**src/rtl/dma_cmd_pkg.sv**
```systemverilog
package dma_cmd_pkg;

  typedef enum logic [3:0] {
    OP_SET_IO   = 4'h0,
    OP_SET_ADDR = 4'h2,
    OP_GET_ADDR = 4'h3,
    OP_SET_CNT  = 4'h4,
    OP_GET_CNT  = 4'h5,
    OP_GET_STAT = 4'h6,
    OP_SET_MODE = 4'h7,
    OP_MASK     = 4'h9,
    OP_UNMASK   = 4'hA,
    OP_CLEAR    = 4'hD,
    OP_NONE     = 4'hF
  } op_e;

  localparam int MODE_IO   = 0;
  localparam int MODE_XFER = 2;
  localparam int MODE_READ = 3;
  localparam int MODE_WIDE = 6;

  // Map a raw nibble to an operation; unused codes become OP_NONE.
  function automatic op_e decode_op(input logic [3:0] nib);
    case (nib)
      4'h0: return OP_SET_IO;
      4'h2: return OP_SET_ADDR;
      4'h3: return OP_GET_ADDR;
      4'h4: return OP_SET_CNT;
      4'h5: return OP_GET_CNT;
      4'h6: return OP_GET_STAT;
      4'h7: return OP_SET_MODE;
      4'h9: return OP_MASK;
      4'hA: return OP_UNMASK;
      4'hD: return OP_CLEAR;
      default: return OP_NONE;
    endcase
  endfunction

  // Number of data-port bytes an operation moves.
  function automatic logic [2:0] param_bytes(input op_e op, input logic [2:0] ab,
                                             input logic [2:0] cb, input logic [2:0] pb);
    case (op)
      OP_SET_IO:   return pb;
      OP_SET_ADDR,
      OP_GET_ADDR: return ab;
      OP_SET_CNT,
      OP_GET_CNT:  return cb;
      OP_GET_STAT,
      OP_SET_MODE: return 3'd1;
      default:     return 3'd0;
    endcase
  endfunction

  function automatic logic is_write_op(input op_e op);
    return (op == OP_SET_IO) || (op == OP_SET_ADDR) ||
           (op == OP_SET_CNT) || (op == OP_SET_MODE);
  endfunction

  function automatic logic is_read_op(input op_e op);
    return (op == OP_GET_ADDR) || (op == OP_GET_CNT) || (op == OP_GET_STAT);
  endfunction

endpackage

```
**src/rtl/dma_cmd_decoder.sv**
```systemverilog
module dma_cmd_decoder
  import dma_cmd_pkg::*;
#(
  parameter int NCH = 16,
  parameter int AB  = 3,
  parameter int CB  = 2,
  parameter int PB  = 2,
  localparam int CHW = $clog2(NCH)
) (
  input  logic           clk,
  input  logic           rst_n,
  input  logic           cmd_wr,
  input  logic [7:0]     cmd_byte,
  input  logic           dat_wr,
  input  logic           dat_rd,
  output op_e            op_q,
  output logic [CHW-1:0] chan_q,
  output logic [2:0]     ptr_q,
  output logic [CHW-1:0] cmd_chan,
  output logic           wr_ev,
  output logic           rd_ev,
  output logic           mask_ev,
  output logic           unmask_ev,
  output logic           clr_ev
);

  op_e        cmd_op;
  logic [2:0] limit;
  logic       slot_open;

  assign cmd_op    = decode_op(cmd_byte[7:4]);
  assign cmd_chan  = cmd_byte[CHW-1:0];
  assign limit     = param_bytes(op_q, 3'(AB), 3'(CB), 3'(PB));
  assign slot_open = !cmd_wr && (ptr_q < limit);

  assign wr_ev     = dat_wr && slot_open && is_write_op(op_q);
  assign rd_ev     = dat_rd && slot_open && is_read_op(op_q);
  assign mask_ev   = cmd_wr && (cmd_op == OP_MASK);
  assign unmask_ev = cmd_wr && (cmd_op == OP_UNMASK);
  assign clr_ev    = cmd_wr && (cmd_op == OP_CLEAR);

  always_ff @(posedge clk) begin
    if (!rst_n) begin
      op_q   <= OP_NONE;
      chan_q <= '0;
      ptr_q  <= '0;
    end else if (cmd_wr) begin
      op_q   <= cmd_op;
      chan_q <= cmd_chan;
      ptr_q  <= '0;
    end else if (wr_ev || rd_ev) begin
      ptr_q  <= ptr_q + 3'd1;
    end
  end

  AST_CMD_CLEARS_PTR: assert property (@(posedge clk) disable iff (!rst_n)
    cmd_wr |=> (ptr_q == 3'd0));
  AST_PTR_BOUND: assert property (@(posedge clk) disable iff (!rst_n)
    ptr_q <= limit);
  AST_IDLE_PTR_HOLDS: assert property (@(posedge clk) disable iff (!rst_n)
    (!cmd_wr && !wr_ev && !rd_ev) |=> $stable(ptr_q));

endmodule

```
**src/rtl/dma_chan_regs.sv**
```systemverilog
module dma_chan_regs
  import dma_cmd_pkg::*;
#(
  parameter int AW = 24,
  parameter int CW = 16,
  parameter int PW = 16,
  localparam int AB = AW / 8,
  localparam int CB = CW / 8,
  localparam int PB = PW / 8
) (
  input  logic          clk,
  input  logic          rst_n,
  input  logic          sel_dat,
  input  logic          sel_cmd,
  input  op_e           op,
  input  logic          wr_ev,
  input  logic [2:0]    wr_idx,
  input  logic [7:0]    wdata,
  input  logic          mask_ev,
  input  logic          unmask_ev,
  input  logic          clr_ev,
  input  logic          dec,
  output logic [AW-1:0] addr,
  output logic [CW-1:0] count,
  output logic [PW-1:0] ioport,
  output logic [7:0]    mode,
  output logic          mask,
  output logic          xen
);

  logic take_wr;
  logic dec_ok;

  function automatic logic [AW-1:0] unit_step(input logic wide);
    return wide ? AW'(2) : AW'(1);
  endfunction

  assign take_wr = sel_dat && wr_ev;
  assign dec_ok  = dec && !take_wr && (count != '0);
  assign xen     = !mask && mode[MODE_XFER];

  always_ff @(posedge clk) begin
    if (!rst_n) begin
      addr   <= '0;
      count  <= '0;
      ioport <= '0;
    end else if (take_wr) begin
      case (op)
        OP_SET_ADDR: for (int b = 0; b < AB; b++)
                       if (wr_idx == 3'(b)) addr[b*8 +: 8] <= wdata;
        OP_SET_CNT:  for (int b = 0; b < CB; b++)
                       if (wr_idx == 3'(b)) count[b*8 +: 8] <= wdata;
        OP_SET_IO:   for (int b = 0; b < PB; b++)
                       if (wr_idx == 3'(b)) ioport[b*8 +: 8] <= wdata;
        default: ;
      endcase
    end else if (dec_ok) begin
      count <= count - CW'(1);
      addr  <= addr - unit_step(mode[MODE_WIDE]);
    end
  end

  always_ff @(posedge clk) begin
    if (!rst_n) begin
      mode <= '0;
      mask <= 1'b1;
    end else if (clr_ev) begin
      mode <= '0;
      mask <= 1'b1;
    end else begin
      if (take_wr && op == OP_SET_MODE) mode <= wdata;
      if (sel_cmd && mask_ev) mask <= 1'b1;
      else if (sel_cmd && unmask_ev) mask <= 1'b0;
    end
  end

  AST_DEC_STEP: assert property (@(posedge clk) disable iff (!rst_n)
    dec_ok |=> (count == $past(count) - CW'(1)));
  AST_ZERO_HOLD: assert property (@(posedge clk) disable iff (!rst_n)
    (dec && !take_wr && count == '0) |=> ($stable(count) && $stable(addr)));
  AST_WRITE_WINS: assert property (@(posedge clk) disable iff (!rst_n)
    (dec && take_wr && op == OP_SET_MODE) |=> $stable(addr));

endmodule

```
**src/rtl/dma_read_mux.sv**
```systemverilog
module dma_read_mux
  import dma_cmd_pkg::*;
#(
  parameter int NCH = 16,
  parameter int AW  = 24,
  parameter int CW  = 16,
  localparam int CHW = $clog2(NCH)
) (
  input  op_e              op,
  input  logic [2:0]       ptr,
  input  logic [CHW-1:0]   chan,
  input  logic [NCH*AW-1:0] addr_v,
  input  logic [NCH*CW-1:0] count_v,
  input  logic [NCH-1:0]   mask_v,
  input  logic [NCH-1:0]   xen_v,
  input  logic [2:0]       limit,
  output logic [7:0]       rdata
);

  logic [AW-1:0] a_sel;
  logic [CW-1:0] c_sel;
  logic [5:0]    shamt;

  assign a_sel = addr_v[chan*AW +: AW];
  assign c_sel = count_v[chan*CW +: CW];
  assign shamt = {ptr, 3'b000};

  always_comb begin
    rdata = 8'h00;
    if (ptr < limit) begin
      case (op)
        OP_GET_ADDR: rdata = 8'(a_sel >> shamt);
        OP_GET_CNT:  rdata = 8'(c_sel >> shamt);
        OP_GET_STAT: rdata = {5'b0, xen_v[chan], (c_sel == '0), mask_v[chan]};
        default:     rdata = 8'h00;
      endcase
    end
  end

endmodule

```
**src/rtl/dma_cmd_port_ctrl.sv**
```systemverilog
module dma_cmd_port_ctrl
  import dma_cmd_pkg::*;
#(
  parameter int NCH = 16,
  parameter int AW  = 24,
  parameter int CW  = 16,
  parameter int PW  = 16,
  localparam int CHW = $clog2(NCH),
  localparam int AB  = AW / 8,
  localparam int CB  = CW / 8,
  localparam int PB  = PW / 8
) (
  input  logic              clk,
  input  logic              rst_n,
  input  logic              cmd_wr,
  input  logic [7:0]        cmd_byte,
  input  logic              dat_wr,
  input  logic [7:0]        dat_wdata,
  input  logic              dat_rd,
  output logic [7:0]        dat_rdata,
  input  logic              dec_valid,
  input  logic [CHW-1:0]    dec_chan,
  output logic [NCH-1:0]    xfer_en,
  output logic [NCH*AW-1:0] ch_addr,
  output logic [NCH*CW-1:0] ch_count,
  output logic [NCH*PW-1:0] ch_ioport,
  output logic [NCH*8-1:0]  ch_mode
);

  op_e            op_q;
  logic [CHW-1:0] chan_q;
  logic [CHW-1:0] cmd_chan;
  logic [2:0]     ptr_q;
  logic           wr_ev, rd_ev, mask_ev, unmask_ev, clr_ev;
  logic [NCH-1:0] mask_v;
  logic [2:0]     limit;

  assign limit = param_bytes(op_q, 3'(AB), 3'(CB), 3'(PB));

  dma_cmd_decoder #(.NCH(NCH), .AB(AB), .CB(CB), .PB(PB)) u_dec (
    .clk(clk), .rst_n(rst_n), .cmd_wr(cmd_wr), .cmd_byte(cmd_byte),
    .dat_wr(dat_wr), .dat_rd(dat_rd), .op_q(op_q), .chan_q(chan_q),
    .ptr_q(ptr_q), .cmd_chan(cmd_chan), .wr_ev(wr_ev), .rd_ev(rd_ev),
    .mask_ev(mask_ev), .unmask_ev(unmask_ev), .clr_ev(clr_ev)
  );

  for (genvar c = 0; c < NCH; c++) begin : g_ch
    dma_chan_regs #(.AW(AW), .CW(CW), .PW(PW)) u_ch (
      .clk(clk), .rst_n(rst_n),
      .sel_dat(chan_q == CHW'(c)),
      .sel_cmd(cmd_chan == CHW'(c)),
      .op(op_q), .wr_ev(wr_ev), .wr_idx(ptr_q), .wdata(dat_wdata),
      .mask_ev(mask_ev), .unmask_ev(unmask_ev), .clr_ev(clr_ev),
      .dec(dec_valid && dec_chan == CHW'(c)),
      .addr(ch_addr[c*AW +: AW]), .count(ch_count[c*CW +: CW]),
      .ioport(ch_ioport[c*PW +: PW]), .mode(ch_mode[c*8 +: 8]),
      .mask(mask_v[c]), .xen(xfer_en[c])
    );
  end

  dma_read_mux #(.NCH(NCH), .AW(AW), .CW(CW)) u_rmux (
    .op(op_q), .ptr(ptr_q), .chan(chan_q), .addr_v(ch_addr),
    .count_v(ch_count), .mask_v(mask_v), .xen_v(xfer_en),
    .limit(limit), .rdata(dat_rdata)
  );

  AST_CLR_DISABLES: assert property (@(posedge clk) disable iff (!rst_n)
    clr_ev |=> (xfer_en == '0));
  AST_ONE_DATA_EVENT: assert property (@(posedge clk) disable iff (!rst_n)
    !(wr_ev && rd_ev));
  AST_UNMASK_NO_MODE_CHANGE: assert property (@(posedge clk) disable iff (!rst_n)
    unmask_ev |=> $stable(ch_mode));

endmodule

```
**config.mk**
```make
export PLATFORM = sky130hd
export DESIGN_NAME = dma_cmd_port_ctrl
export DESIGN_NICKNAME = d
export VERILOG_FILES = /design/src/rtl/dma_cmd_pkg.sv /design/src/rtl/dma_cmd_decoder.sv /design/src/rtl/dma_chan_regs.sv /design/src/rtl/dma_read_mux.sv /design/src/rtl/dma_cmd_port_ctrl.sv
export SDC_FILE = /design/constraint.sdc
export NUM_CORES = 2
export LEC_CHECK = 0
export ABC_CLOCK_PERIOD_IN_PS = 2700
export BUFFER_PORTS_ARGS = -buffer_cell sky130_fd_sc_hd__buf_2
export CAP_MARGIN = 20
export CELL_PAD_IN_SITES_DETAIL_PLACEMENT = 0
export CELL_PAD_IN_SITES_GLOBAL_PLACEMENT = 1
export CORE_AREA = 2 2 417 419
export DETAILED_ROUTE_END_ITERATION = 8
export DIE_AREA = 0 0 419 421
export HOLD_SLACK_MARGIN = 0.12
export PLACE_DENSITY_LB_ADDON = 0.1
export REMOVE_ABC_BUFFERS = 1
export SYNTH_ARGS = -nofsm -noshare
export SYNTH_HDL_FRONTEND = slang
export SYNTH_SLANG_ARGS = --single-unit
```
**constraint.sdc**
```tcl
create_clock -name clk -period 2.7 [get_ports clk]
set_input_delay 0.27 -clock clk [delete_from_list [all_inputs] [get_ports clk]]
set_output_delay 0.27 -clock clk [all_outputs]
set_load 0.005 [all_outputs]
```
==> key figures <==
Status
  – Status: finished with violations
  – Failing checks: setup timing

Placed design
  – Final GP Congestion: 1.054
  – DP Cell Count: 12270
  – IO Port Bufs: 1073
  – DP HPWL: 306900 µm

Detailed routing
  – Vias: 78520
  – DRT iter0 DRCs: 9416
  – DRC violations left: 0
  – Post-Route WL: 406400 µm
  – Routed WL per cell: 31.76 µm
  – Post-DR vias/cell: 6.136
  – Final ANT Viol Nets: 0
  – DRT Pass-1 Iters: 8

Global routing
  – Pin count of the biggest net entering global routing: 122
  – Gr usage total: 43.35%
  – Met2 Use GR: 63.62%
  – Initial antenna violation count: 34
  – Grt ovf: 0
  – GRT met3 Usage: 11.33%
  – Met1 usage: 54.00%
  – Number of global-route vias before repair: 70750
  – Top Usage Layer GRT: met2
  – First-pass GRT wire length: 551500 µm

Synthesis
  – Cell taking the most area after synthesis: dfxtp_1
  – Post-synthesis register bit count: 1051
  – Ys async rst share: 0%
  – Yosys cell types: 104
  – Cells after synthesis: 7866
  – Post-synth EDFFs: 0
  – Synth Area per Inst: 7.788 µm²
  – Most frequent cells after synthesis: nand2_1, a21oi_1, dfxtp_1
  – Ys Warns: 0
  – Synth Flop Type: dfxtp_1
  – Synth area leaders: dfxtp_1, a21oi_1, nand2_1
  – Sequential-to-total area share from yosys stat: 34.35%
  – Top cell type's share of synthesized area: 34.35%
  – Post-Syn Area: 61260 µm²
  – Top-count cell post-synth: nand2_1

Worst setup path
  – WS Path Type: register to output port
  – Crit start category: register
  – Max stage delay cell, worst path: mux4_2
  – CP Max Fanout: 6
  – Crit end category: output port
  – CP cell instances: buf_12, buf_16, buf_12, mux4_2, a22oi_2, nand2_1, nor4_2, nand3_1, o31ai_4, buf_6, buf_6
  – Arr. time, crit path: 3640 ps
  – WP data required: 2430 ps
  – Crit-path max cell delay: 570 ps

Clock tree
  – TritonCTS clock tree: built
  – CTS H-Tree Depth: 4
  – CTS Buf Count: 135
  – Clk root buf: clkbuf_16
  – Clk buf depth: 3
  – CTS clk-pin slew, worst paths: 60 ps
  – Latest clock arrival within the worst-skew pair: 830 ps
  – Clock Sinks: 1051

Power and ir drop
  – Combinational fraction of design power: 7.3%
  – PwrDens: 399.8 nW/µm²
  – Total power: 0.03738 W
  – Int Power: 0.02734 W
  – Clk pwr share: 51.1%
  – Worst vdd ir: 0.5797 mV
  – Net Switching: 0.01003 W
  – Flop pwr share: 41.6%
  – Sw Ratio: 26.85%
  – Leakage power total: 41.60 nW

Floorplan
  – Core area: 172500 µm²
  – Io pins: 1074
  – Die height: 421 µm
  – Num rows: 153
  – Die width: 419 µm
  – Initial core utilization: 35.52%
  – Die area: 176400 µm²

Timing
  – RSZ-0062 raised after global routing: true
  – Clock skew: 42.77 ps
  – Final Hold Viols: 0
  – Finish-stage setup viols: 959
  – Slew of the pin with the lowest slew margin: 1102 ps
  – Crit path time final: 3909 ps
  – Final period util: 144.8%
  – Fmax: 0.2558 GHz
  – Final worst-path setup slack: -1209 ps
  – Final Slew Violations: 0
  – Relative slew slack: 25.73%

Layout
  – Nets: 10450
  – Post-layout util: 54.20%
  – P&R area growth vs syn: 52.61%
  – Final Non-Filler Cells: 12800
  – Filler cell count: 16490
  – Ratio of cells with drive above 1 in the final layout: 39.87%
  – Multi-input logic area: 41090 µm²
  – Sequential standard cell area: 21060 µm²

Min path
  – HP Class: input port to register

Run
  – Total of max-cap violations: 0
[power groups by stage]
stage	Combinational (W)	Clock, W	Sequential (W)
5_1_grt	0.00278	0.0198	0.0156
2_1_floorplan	0.000756	0	0.0160
4_1_cts	0.00254	0.0192	0.0156
6_report	0.00273	0.0191	0.0156
3_3_place_gp	0.00230	0	0.0159
3_5_place_dp	0.00231	0	0.0159
[cell families (layout without fill, tap and decap cells)]
logic type	count (synthesis)	after routing	synth area share (%)
other	0	14	0
muxes	313	315	8.762
adders and majority gates	73	73	1.687
DFF	1051	1051	34.35
and+or+nand+nor	3135	3135	24.34
buffers and inverters	742	3332	4.939
AOI/OAI and AO/OA	2549	2549	25.89
xor gates and xnor gates	3	3	0.04290
[metal layers]
metal,part of all wire [%],vias to the layer above,wire length (µm)
li1,-,33990,-
met1,38,38370,154400
met2,42,4934,171700
met3,10,1204,42500
met4,9.3,24,37650
met5,0.048,-,197
[final timing paths]
path,depth (start not counted),to,startpoint,slack (ps)
min reg2reg,2,g_ch[2].u_ch.mode[1],g_ch[2].u_ch.mode[1],450
min,8,u_dec.op_q[2],cmd_byte[4],170
max reg2reg,18,g_ch[3].u_ch.addr[7],u_dec.op_q[2],-390
max,11,dat_rdata[1],u_dec.chan_q[1],-1210
[metrics by stage]
| stage | setup slack (ps) | setup TNS (ps) | instance area [µm²] | hold slack, ps |
|---|---|---|---|---|
| finish | -1209 | -197570 | 93490 | 174.9 |
| global route | -1214 | -269860 | 93460 | 176.2 |
| CTS | -1181 | -117310 | 89290 | 125.3 |
| detailed placement | -883.1 | -166080 | 80940 | 441.3 |
| global placement | -823.0 | -192560 | 80940 | 435.4 |
| floorplan | -10060 | -8598480 | 58790 | 331.9 |
[state kept, by name, summed over array words and instances (netlist names)]
signal	cells
g_ch.u_ch.mode	128
u_dec.op_q	4
g_ch.u_ch.mask	16
g_ch.u_ch.ioport	256
u_dec.ptr_q	3
g_ch.u_ch.addr	384
u_dec.chan_q	4
g_ch.u_ch.count	256
[cell usage in the layout, fill, tap and decap left out, types with 102 or more instances in the layout]
master     Yosys  routed
nor2_1       663     596
a21o_1       135     135
buf_2        102    1067
a21oi_1     1082     894
buf_6          2     193
inv_1        146     143
dfxtp_1     1051    1044
buf_12         0     165
o21ai_0      459     337
clkbuf_16      0     151
or3_1        110     107
nand3_1      179     160
a31oi_1      105     102
mux4_2       174     175
nand2_1     1248    1151
buf_4         26    1416
a21oi_2        0     170
nor3_1       290     268
[what timing repair did]
item                                     CTS  global route
gates resized for setup                  490           902
gates cloned                              35            28
endpoints found under the hold margin    216             0
hold buffers                              22             0
endpoints found under the setup margin  1025          1033
buffers inserted                         121            92
pin swaps                                108           303
[worst max-delay path, delay by kind of cell, from the launching register on]
family / cells / cell delay, ps
DFF: 1 / 370
and+or+nand+nor: 3 / 530
muxes: 1 / 570
buffers and inverters: 5 / 710
AOI/OAI and AO/OA: 2 / 630
[layout make-up]
class                   count  area share [%]
multi-input cells        6075           43.95
repair buffers           2942           24.86
flip-flops and latches   1051           22.53
clock buffers             198           4.253
well taps                2325           3.112
clock inverters            44          0.6531
inverters                 148          0.6089
diodes                     14         0.03747
Power figures use the tool's default switching activity.
